File: src/rtl/irq_pkg.sv
package irq_pkg;

    localparam int N_OB     = 4;
    localparam int N_CH     = 4;
    localparam int N_SRC    = N_OB + N_CH;
    localparam int MASK_W   = N_SRC + 1;
    localparam int LVL_W    = 3;
    localparam int VEC_W    = 8;

    typedef logic [LVL_W-1:0] lvl_t;
    typedef logic [VEC_W-1:0] vec_t;

    typedef struct packed {
        lvl_t lvl;
        vec_t vec;
    } src_attr_t;

    function automatic lvl_t chan_level(input int c);
        case (c)
            0:       return lvl_t'(2);
            1:       return lvl_t'(4);
            2:       return lvl_t'(5);
            default: return lvl_t'(6);
        endcase
    endfunction

    function automatic vec_t chan_vector(input int c);
        case (c)
            0:       return vec_t'(8'h41);
            1:       return vec_t'(8'h43);
            2:       return vec_t'(8'h44);
            default: return vec_t'(8'h45);
        endcase
    endfunction

endpackage

File: src/rtl/irq_mask_reg.sv
module irq_mask_reg #(
    parameter int W = irq_pkg::MASK_W
) (
    input  logic         clk,
    input  logic         rst,
    input  logic         we,
    input  logic [W-1:0] wdata,
    output logic [W-1:0] mask_q
);

    always_ff @(posedge clk) begin
        if (rst)
            mask_q <= '0;
        else if (we)
            mask_q <= wdata;
    end

    a_r2_mask_hold: assert property (@(posedge clk) disable iff (rst)
        !we |=> $stable(mask_q));

    a_r2_mask_load: assert property (@(posedge clk) disable iff (rst)
        we |=> mask_q == $past(wdata));

endmodule

File: src/rtl/irq_chan_merge.sv
module irq_chan_merge #(
    parameter int N_SUB = 16,
    parameter int N_CH  = irq_pkg::N_CH,
    localparam int RW   = $clog2(N_CH)
) (
    input  logic [N_SUB-1:0]    sub_req,
    input  logic [N_SUB*RW-1:0] sub_route,
    output logic [N_CH-1:0]     line
);

    for (genvar c = 0; c < N_CH; c++) begin : g_line
        logic [N_SUB-1:0] hit;
        always_comb begin
            for (int j = 0; j < N_SUB; j++)
                hit[j] = sub_req[j] && (sub_route[j*RW +: RW] == RW'(c));
        end
        assign line[c] = |hit;
    end

endmodule

File: src/rtl/irq_level_resolve.sv
module irq_level_resolve #(
    parameter int            NS       = irq_pkg::N_SRC,
    parameter irq_pkg::vec_t SPUR_VEC = 8'h18
) (
    input  logic                           clk,
    input  logic                           rst,
    input  logic [NS-1:0]                  elig,
    input  irq_pkg::src_attr_t [NS-1:0]    attr,
    input  logic                           ack,
    input  irq_pkg::lvl_t                  ack_lvl,
    output irq_pkg::lvl_t                  ipl,
    output irq_pkg::vec_t                  vec
);
    import irq_pkg::*;

    logic hit;
    vec_t pick;

    always_comb begin
        ipl = '0;
        for (int i = 0; i < NS; i++)
            if (elig[i] && attr[i].lvl > ipl)
                ipl = attr[i].lvl;
    end

    always_comb begin
        hit  = 1'b0;
        pick = SPUR_VEC;
        for (int i = NS - 1; i >= 0; i--) begin
            if (elig[i] && attr[i].lvl == ack_lvl) begin
                hit  = 1'b1;
                pick = attr[i].vec;
            end
        end
        vec = ack ? pick : '0;
    end

    for (genvar i = 0; i < NS; i++) begin : g_chk
        a_r7_ipl_covers: assert property (@(posedge clk) disable iff (rst)
            elig[i] |-> ipl >= attr[i].lvl);
    end

    a_r9_ack_top_hits: assert property (@(posedge clk) disable iff (rst)
        (ack && ack_lvl == ipl && ipl != '0) |-> hit);

    a_r10_idle_zero: assert property (@(posedge clk) disable iff (rst)
        !ack |-> vec == '0);

endmodule

File: src/rtl/irq_prioritizer.sv
module irq_prioritizer #(
    parameter int                          N_SUB    = 16,
    parameter logic [irq_pkg::N_OB*3-1:0]  OB_LVL   = {3'd7, 3'd5, 3'd5, 3'd6},
    parameter logic [irq_pkg::N_OB*8-1:0]  OB_VEC   = {8'h4B, 8'h4A, 8'h49, 8'h48},
    parameter logic [7:0]                  SPUR_VEC = 8'h18,
    localparam int RW = $clog2(irq_pkg::N_CH)
) (
    input  logic                       clk,
    input  logic                       rst,
    input  logic                       mask_we,
    input  logic [irq_pkg::MASK_W-1:0] mask_wdata,
    input  logic [irq_pkg::N_OB-1:0]   ob_req,
    input  logic [N_SUB-1:0]           sub_req,
    input  logic [N_SUB*RW-1:0]        sub_route,
    output logic [2:0]                 ipl,
    input  logic                       iack,
    input  logic [2:0]                 iack_lvl,
    output logic [7:0]                 iack_vec
);
    import irq_pkg::*;

    logic [MASK_W-1:0] mask_q;
    logic [N_CH-1:0]   line;
    logic [N_SRC-1:0]  req_all;
    logic [N_SRC-1:0]  elig_q;
    src_attr_t [N_SRC-1:0] attr;

    irq_mask_reg #(.W(MASK_W)) u_mask (
        .clk    (clk),
        .rst    (rst),
        .we     (mask_we),
        .wdata  (mask_wdata),
        .mask_q (mask_q)
    );

    irq_chan_merge #(.N_SUB(N_SUB), .N_CH(N_CH)) u_merge (
        .sub_req   (sub_req),
        .sub_route (sub_route),
        .line      (line)
    );

    for (genvar i = 0; i < N_OB; i++) begin : g_ob_attr
        assign attr[i].lvl = OB_LVL[i*3 +: 3];
        assign attr[i].vec = OB_VEC[i*8 +: 8];
    end
    for (genvar c = 0; c < N_CH; c++) begin : g_ch_attr
        assign attr[N_OB+c].lvl = chan_level(c);
        assign attr[N_OB+c].vec = chan_vector(c);
    end

    assign req_all = {line, ob_req};

    always_ff @(posedge clk) begin
        if (rst)
            elig_q <= '0;
        else
            elig_q <= req_all & mask_q[N_SRC:1] & {N_SRC{mask_q[0]}};
    end

    irq_level_resolve #(.NS(N_SRC), .SPUR_VEC(SPUR_VEC)) u_res (
        .clk     (clk),
        .rst     (rst),
        .elig    (elig_q),
        .attr    (attr),
        .ack     (iack),
        .ack_lvl (iack_lvl),
        .ipl     (ipl),
        .vec     (iack_vec)
    );

    a_r3_global_blocks: assert property (@(posedge clk) disable iff (rst)
        !mask_q[0] |=> elig_q == '0);

    for (genvar i = 0; i < N_SRC; i++) begin : g_mask_chk
        a_r4_src_masked: assert property (@(posedge clk) disable iff (rst)
            !mask_q[i+1] |=> !elig_q[i]);
    end

    a_r5_lines_drop: assert property (@(posedge clk) disable iff (rst)
        !(|sub_req) |=> elig_q[N_SRC-1:N_OB] == '0);

    a_r7_idle_level: assert property (@(posedge clk) disable iff (rst)
        !(|ob_req) && !(|sub_req) |=> ipl == '0);

endmodule

File: config.mk
export PLATFORM = sky130hd
export DESIGN_NAME = irq_prioritizer
export DESIGN_NICKNAME = d
export VERILOG_FILES = /design/src/rtl/irq_pkg.sv /design/src/rtl/irq_mask_reg.sv /design/src/rtl/irq_chan_merge.sv /design/src/rtl/irq_level_resolve.sv /design/src/rtl/irq_prioritizer.sv
export SDC_FILE = /design/constraint.sdc
export NUM_CORES = 1
export LEC_CHECK = 0
export BUFFER_PORTS_ARGS = -buffer_cell sky130_fd_sc_hd__buf_2
export CORE_UTILIZATION = 35
export DETAILED_ROUTE_END_ITERATION = 8
export GPL_ROUTABILITY_DRIVEN = 0
export GPL_TIMING_DRIVEN = 0
export PLACE_DENSITY = 0.62
export SLEW_MARGIN = 15
export SYNTH_ARGS = -nofsm -noshare
export SYNTH_HDL_FRONTEND = slang
export SYNTH_HIERARCHICAL = 1
export SYNTH_SLANG_ARGS = --single-unit
File: constraint.sdc
create_clock -name clk -period 26.8 [get_ports clk]
set_clock_uncertainty 0.05 [all_clocks]
set_input_delay 2.68 -clock clk [delete_from_list [all_inputs] [get_ports clk]]
set_output_delay 2.68 -clock clk [all_outputs]
set_load 0.05 [all_outputs]
## Word level (Yosys, flattened, before mapping)

Index checks and enable logic that the tools add are counted.

| storage, ports and cells | value |
|---|---|
| ROM bits | 0 |
| memories | 0 |
| output and inout port bits | 11 |
| register bits | 17 |
| bits in writable memories | 0 |
| bits of input ports | 68 |
| bits in latches | 0 |
| word-level logic and storage cells | 180 |

| operators by class | value |
|---|---|
| reductions and logical operators | 99 |
| divide/modulo/power cells | 0 |
| mux-type cells | 17 |
| equal/unequal tests | 53 |
| $lt $le $gt $ge | 7 |
| $mul | 0 |
| add/sub/neg operators | 0 |
| shift-type cells | 0 |
| bitwise operators | 2 |

Operator list:

| kind | count |
|---|---|
| $logic_and 1x1->1 | 79 |
| $eq 2x2->1 const B | 32 |
| $reduce_or 16->1 | 4 |
| $mux 7 | 9 |
| $eq 2x1->1 const B | 16 |
| $logic_not 2->1 | 16 |
| $mux 3 | 8 |
| $gt 3x3->1 const A | 6 |
| $and 8x8->8 | 2 |
| $eq 3x3->1 const A | 4 |
| $eq 2x3->1 const A | 1 |
| $gt 2x3->1 const A | 1 |

## Depth between registers and ports, before layout

| logic depth | value |
|---|---|
| word-level depth | 22 |
| depth in mapped cells | 49 |

## Hierarchy

Netlist, hierarchy kept.

By module, submodules not included:

| module | area an instance (µm²) | instances | cells an instance |
|---|---|---|---|
| irq_level_resolve | 1652.8 | 1 | 247 |
| irq_chan_merge | 540.5 | 1 | 94 |
| irq_mask_reg | 319.1 | 1 | 29 |
| irq_prioritizer | 247.7 | 1 | 18 |

## Worst setup path before layout

Ideal clock, no wire load.

| timing path | value |
|---|---|
| kind | reg-to-output |
| start | reg elig_q[0] |
| end | out ipl[0] |
| data required time | 24.070 ns |
| buffers on the path | 0 |
| path slack | 15.931 ns |
| arrival time | 8.139 ns |
| stages on the path, launching flop included | 42 |
| cell sequence | dfxtp_1 -> nand2_1 -> ha_1 -> nor2b_4 -> o31ai_1 -> nor2_1 -> mux2_2 -> ha_1 -> nor2_1 -> o221ai_1 -> maj3_1 -> o32ai_1 -> ha_1 -> nor2_1 -> a22o_1 -> o211ai_1 -> mux2_4 -> ha_1 -> [... 6 more ...] -> nor2_1 -> nor2_1 -> a211o_2 -> a21boi_2 -> mux2i_2 -> inv_1 -> ha_1 -> a21oi_1 -> maj3_1 -> nand2_1 -> mux2i_1 -> ha_1 -> nor2b_1 -> o21ai_0 -> nand2b_1 -> nand3_1 -> nand2_1 -> o21bai_1 |

| on the way | value |
|---|---|
| longest elaborated chain between the ends | 22 |

RTL lines:

| element | RTL line | RTL |
|---|---|---|
| start, declared | irq_prioritizer.sv:25 | `logic [N_SRC-1:0] elig_q;` |
| start signal, assigned | irq_prioritizer.sv:57 | `elig_q <= req_all & mask_q[N_SRC:1] & {N_SRC{mask_q[0]}};` |
| $mux 3 * | irq_level_resolve.sv:22 | `if (elig[i] && attr[i].lvl > ipl)` |
| $gt 3x3->1 | irq_level_resolve.sv:22 |  |
| $logic_and 1x1->1 | irq_level_resolve.sv:22 |  |
| $mux 3 * | irq_level_resolve.sv:22 |  |
| $gt 3x3->1 | irq_level_resolve.sv:22 |  |
| $logic_and 1x1->1 | irq_level_resolve.sv:22 |  |
| $mux 3 * | irq_level_resolve.sv:22 |  |
| $gt 3x3->1 | irq_level_resolve.sv:22 |  |
| [... 6 more ...] | -- |  |
| $logic_and 1x1->1 | irq_level_resolve.sv:22 |  |
| $mux 3 * | irq_level_resolve.sv:22 |  |
| $gt 3x3->1 | irq_level_resolve.sv:22 |  |
| $logic_and 1x1->1 | irq_level_resolve.sv:22 |  |
| $mux 3 * | irq_level_resolve.sv:22 |  |
| $gt 3x3->1 | irq_level_resolve.sv:22 |  |
| $logic_and 1x1->1 | irq_level_resolve.sv:22 |  |
| $mux 3 * | irq_level_resolve.sv:22 |  |
| end, declared | irq_prioritizer.sv:15 | `output logic [2:0] ipl,` |

Every way passes the cells marked *; elsewhere a longest branch is shown, timed or not.

## Worst setup path after layout

Ends and elaborated chain as after synthesis.

==> metrics.cfg <==
[run_status]
status=finished clean

[sta]
finalHoldViolCount=0
rsz0062_at_grt=false
fmax_mhz=84.8
setup_viol=0
fin_crit_ps=11800
period_share_pct=44.0
maxSlewHeadroom_pct=36.2
setup-tns-final_ps=0
final_max_slew_viol_count=0
worstMarginPinSlew_ps=948

[worst_setup_path]
cp.required_ps=24070
critPathKind=reg -> out
critPathMaxStageDelay_ps=430
crit_path_start_kind=flop
critPathCaptureType=output port
cp_data_arrival_time_ps=9070
r2r_start=u_mask/mask_q[0]
cpMaxStageDelayCell=dfxtp_1
cp_common_cell=ha_1
critPathMaxFanout=7
cp-startpoint=elig_q[0]

[synthesis]
syn_inst=388
synth_cell_types=57
synth-seq-area-share_pct=12.3
synth_compound_gate_area_share_pct=26.2
syn_area_um2=2760
synth_top_family_by_area=simple AND/OR/NAND/NOR gates
synthXorXnorAreaFrac_pct=7.62
ys_async_sr_fraction_pct=0
synth.area.mux_share_pct=8.52
yosys.area_share.simple_pct=33.9
ys_ff_latch=17
synth_edf_count=0
yosysTopAreaCell=dfxtp_1
ys.warnings.count=6
ys.flop_type=dfxtp_1
synth_commonest_cells=nor2_1 (42), nand2_1 (38), nand3_1 (24)
syn_avg_cell_area_um2=7.11
synth.most_common_cell=nor2_1
synthAdderAreaFrac_pct=6.53
synthTopCellsByArea=dfxtp_1 (12%), xnor2_1 (6.7%), mux2i_1 (6.5%)
netlist.area_leader.share_pct=12.3

[pwr]
p_clk_share_pct=24.3
swShare_pct=34.6
peakVddDrop_mv=0.0290
p_seq_share_pct=35.1
powerDensity_nw_per_um2=19.9
p_leak_nw=1.93
power_frac_comb_pct=40.6
finalPower_uw=76.4
p_sw_uw=26.5
internal-power_uw=49.9

[cts]
post-cts-setup-buffer-count=0
root_buffer=clkbuf_8
cts.sink_count=17
cts_tree=built
numCtsBuffers=3
cts_buffer_depth=2
htreeDepth=1
clk_pin_slew_worst_paths_ps=60
hold_buffers=0
cts_resized=0
clk_latency_ps=250

[final_layout]
drive_gt1_share_pct=16.2
final_util_pct=50.0
layout.nets=691
area_growth_pct=39.3
fillers=826
instances_no_fill=712
antennaDiodeCount=0

[route]
drtAntennaViolNets=0
vias=3241
drc=0
routed_wl_um=6970
drt-wirelength-per-cell_um=9.79
dr.pass1.iters=4
routed_via_density=4.55
drtIter0Drc=88

[grt]
grt_pass1_wl_um=11900
grt_max_degree=11
antenna_found_initial=0
grt_pass1_vias=2860
track_usage_pct=17.1
grt_remaining_overflow=0

[floorplan]
rows=32
die_y_um=90.8
core-area_um2=7690
dieWidth_um=90.8
start_util_pct=35.9
dieArea_um2=8250
num_io_pins=79

[hold_path]
hp-class=reg -> reg
hp-start=u_mask/mask_q[4]

[place]
dp_hpwl_um=6030
port_buffers=74
placedCellCount=708

[run]
cap_violations=0

[layer usage]
| layer | track usage (%) | vias up | share of wire (%) |
|---|---|---|---|
| met1 | 20.3 | 1379 | 45 |
| met3 | 2.53 | 6 | 4.9 |
| met2 | 32.3 | 90 | 49 |
| li1 | - | 1766 | - |
| met5 | 0 | - | 0 |
| met4 | 3.17 | 0 | 1.0 |
[critical path: cells and delay by family, from the launching register on]
| family | cells | cell delay [ps] |
|---|---|---|
| multiplexers | 5 | 1540 |
| flip-flops | 1 | 430 |
| adder cells (fa/ha/maj) | 9 | 2230 |
| buffers and inverters | 2 | 360 |
| AO/OA/AOI/OAI | 12 | 2310 |
| AND/OR/NAND/NOR | 15 | 1930 |
[sequential cells by signal, summed over array words and instances (netlist names)]
name,flops
elig_q,8
u_mask/mask_q,9
[final cells by class]
class	instances	area (um^2)	area share, %
clock buffers	3	41.3	1.07
multi-input cells	484	2830	73.7
well taps	102	128	3.32
plain buffers	11	52.6	1.37
clock inverters	1	5.00	0.130
inverters	20	75.1	1.95
repair buffers	74	370	9.63
flip-flops and latches	17	340	8.85
[kinds of logic (layout without fill, tap and decap cells)]
family / after synthesis / count (layout)
muxes: 22 / 22
buffers and inverters: 31 / 109
xor gates and xnor gates: 24 / 24
and+or+nand+nor: 173 / 173
AOI/OAI and AO/OA: 104 / 104
DFF: 17 / 17
other: 2 / 146
adders and majority gates: 15 / 15
[stage by stage]
step                      area [um^2]  setup WS (ps)  hold WS, ps
after floorplan                  3300          15930          402
after global placement           3800          15380          417
after detailed placement         3800          15220          428
after CTS                        3840          14910          444
after global routing             3840          14270          483
final                            3840          15000          436
[power by group through the flow]
stage / sequential, mW / combinational, mW / clock, mW
floorplan: 0.0271 / 0.0203 / 0
global placement: 0.0273 / 0.0298 / 0
global route: 0.0270 / 0.0353 / 0.0203
finish: 0.0268 / 0.0310 / 0.0186
CTS: 0.0268 / 0.0305 / 0.0191
detailed placement: 0.0274 / 0.0304 / 0
[worst paths after layout]
| kind | slack, ps | cells after the start | to |
|---|---|---|---|
| setup / recovery | 15000 | 43 | ipl[0] |
| hold reg to reg | 440 | 2 | u_mask/mask_q[4] |
| hold / removal | 440 | 2 | u_mask/mask_q[4] |
| setup reg to reg | 25980 | 1 | elig_q[0] |
[cells in the final DEF, fill, tap and decap left out, types with 8 or more instances in the layout]
cell type  instances
nand3_1           24
xnor2_1           21
and4b_1            8
o21ai_0           14
a22oi_1           15
nand4_1           15
nor2_1            42
inv_1             20
ha_1              12
mux2i_1           18
o22ai_1           13
conb_1           146
a21oi_1           23
nand3b_1          10
dfxtp_1           17
a211oi_1           9
buf_2             77
nand2_1           38
nor3b_1           15
No activity file was read; power rests on OpenSTA's default activity.
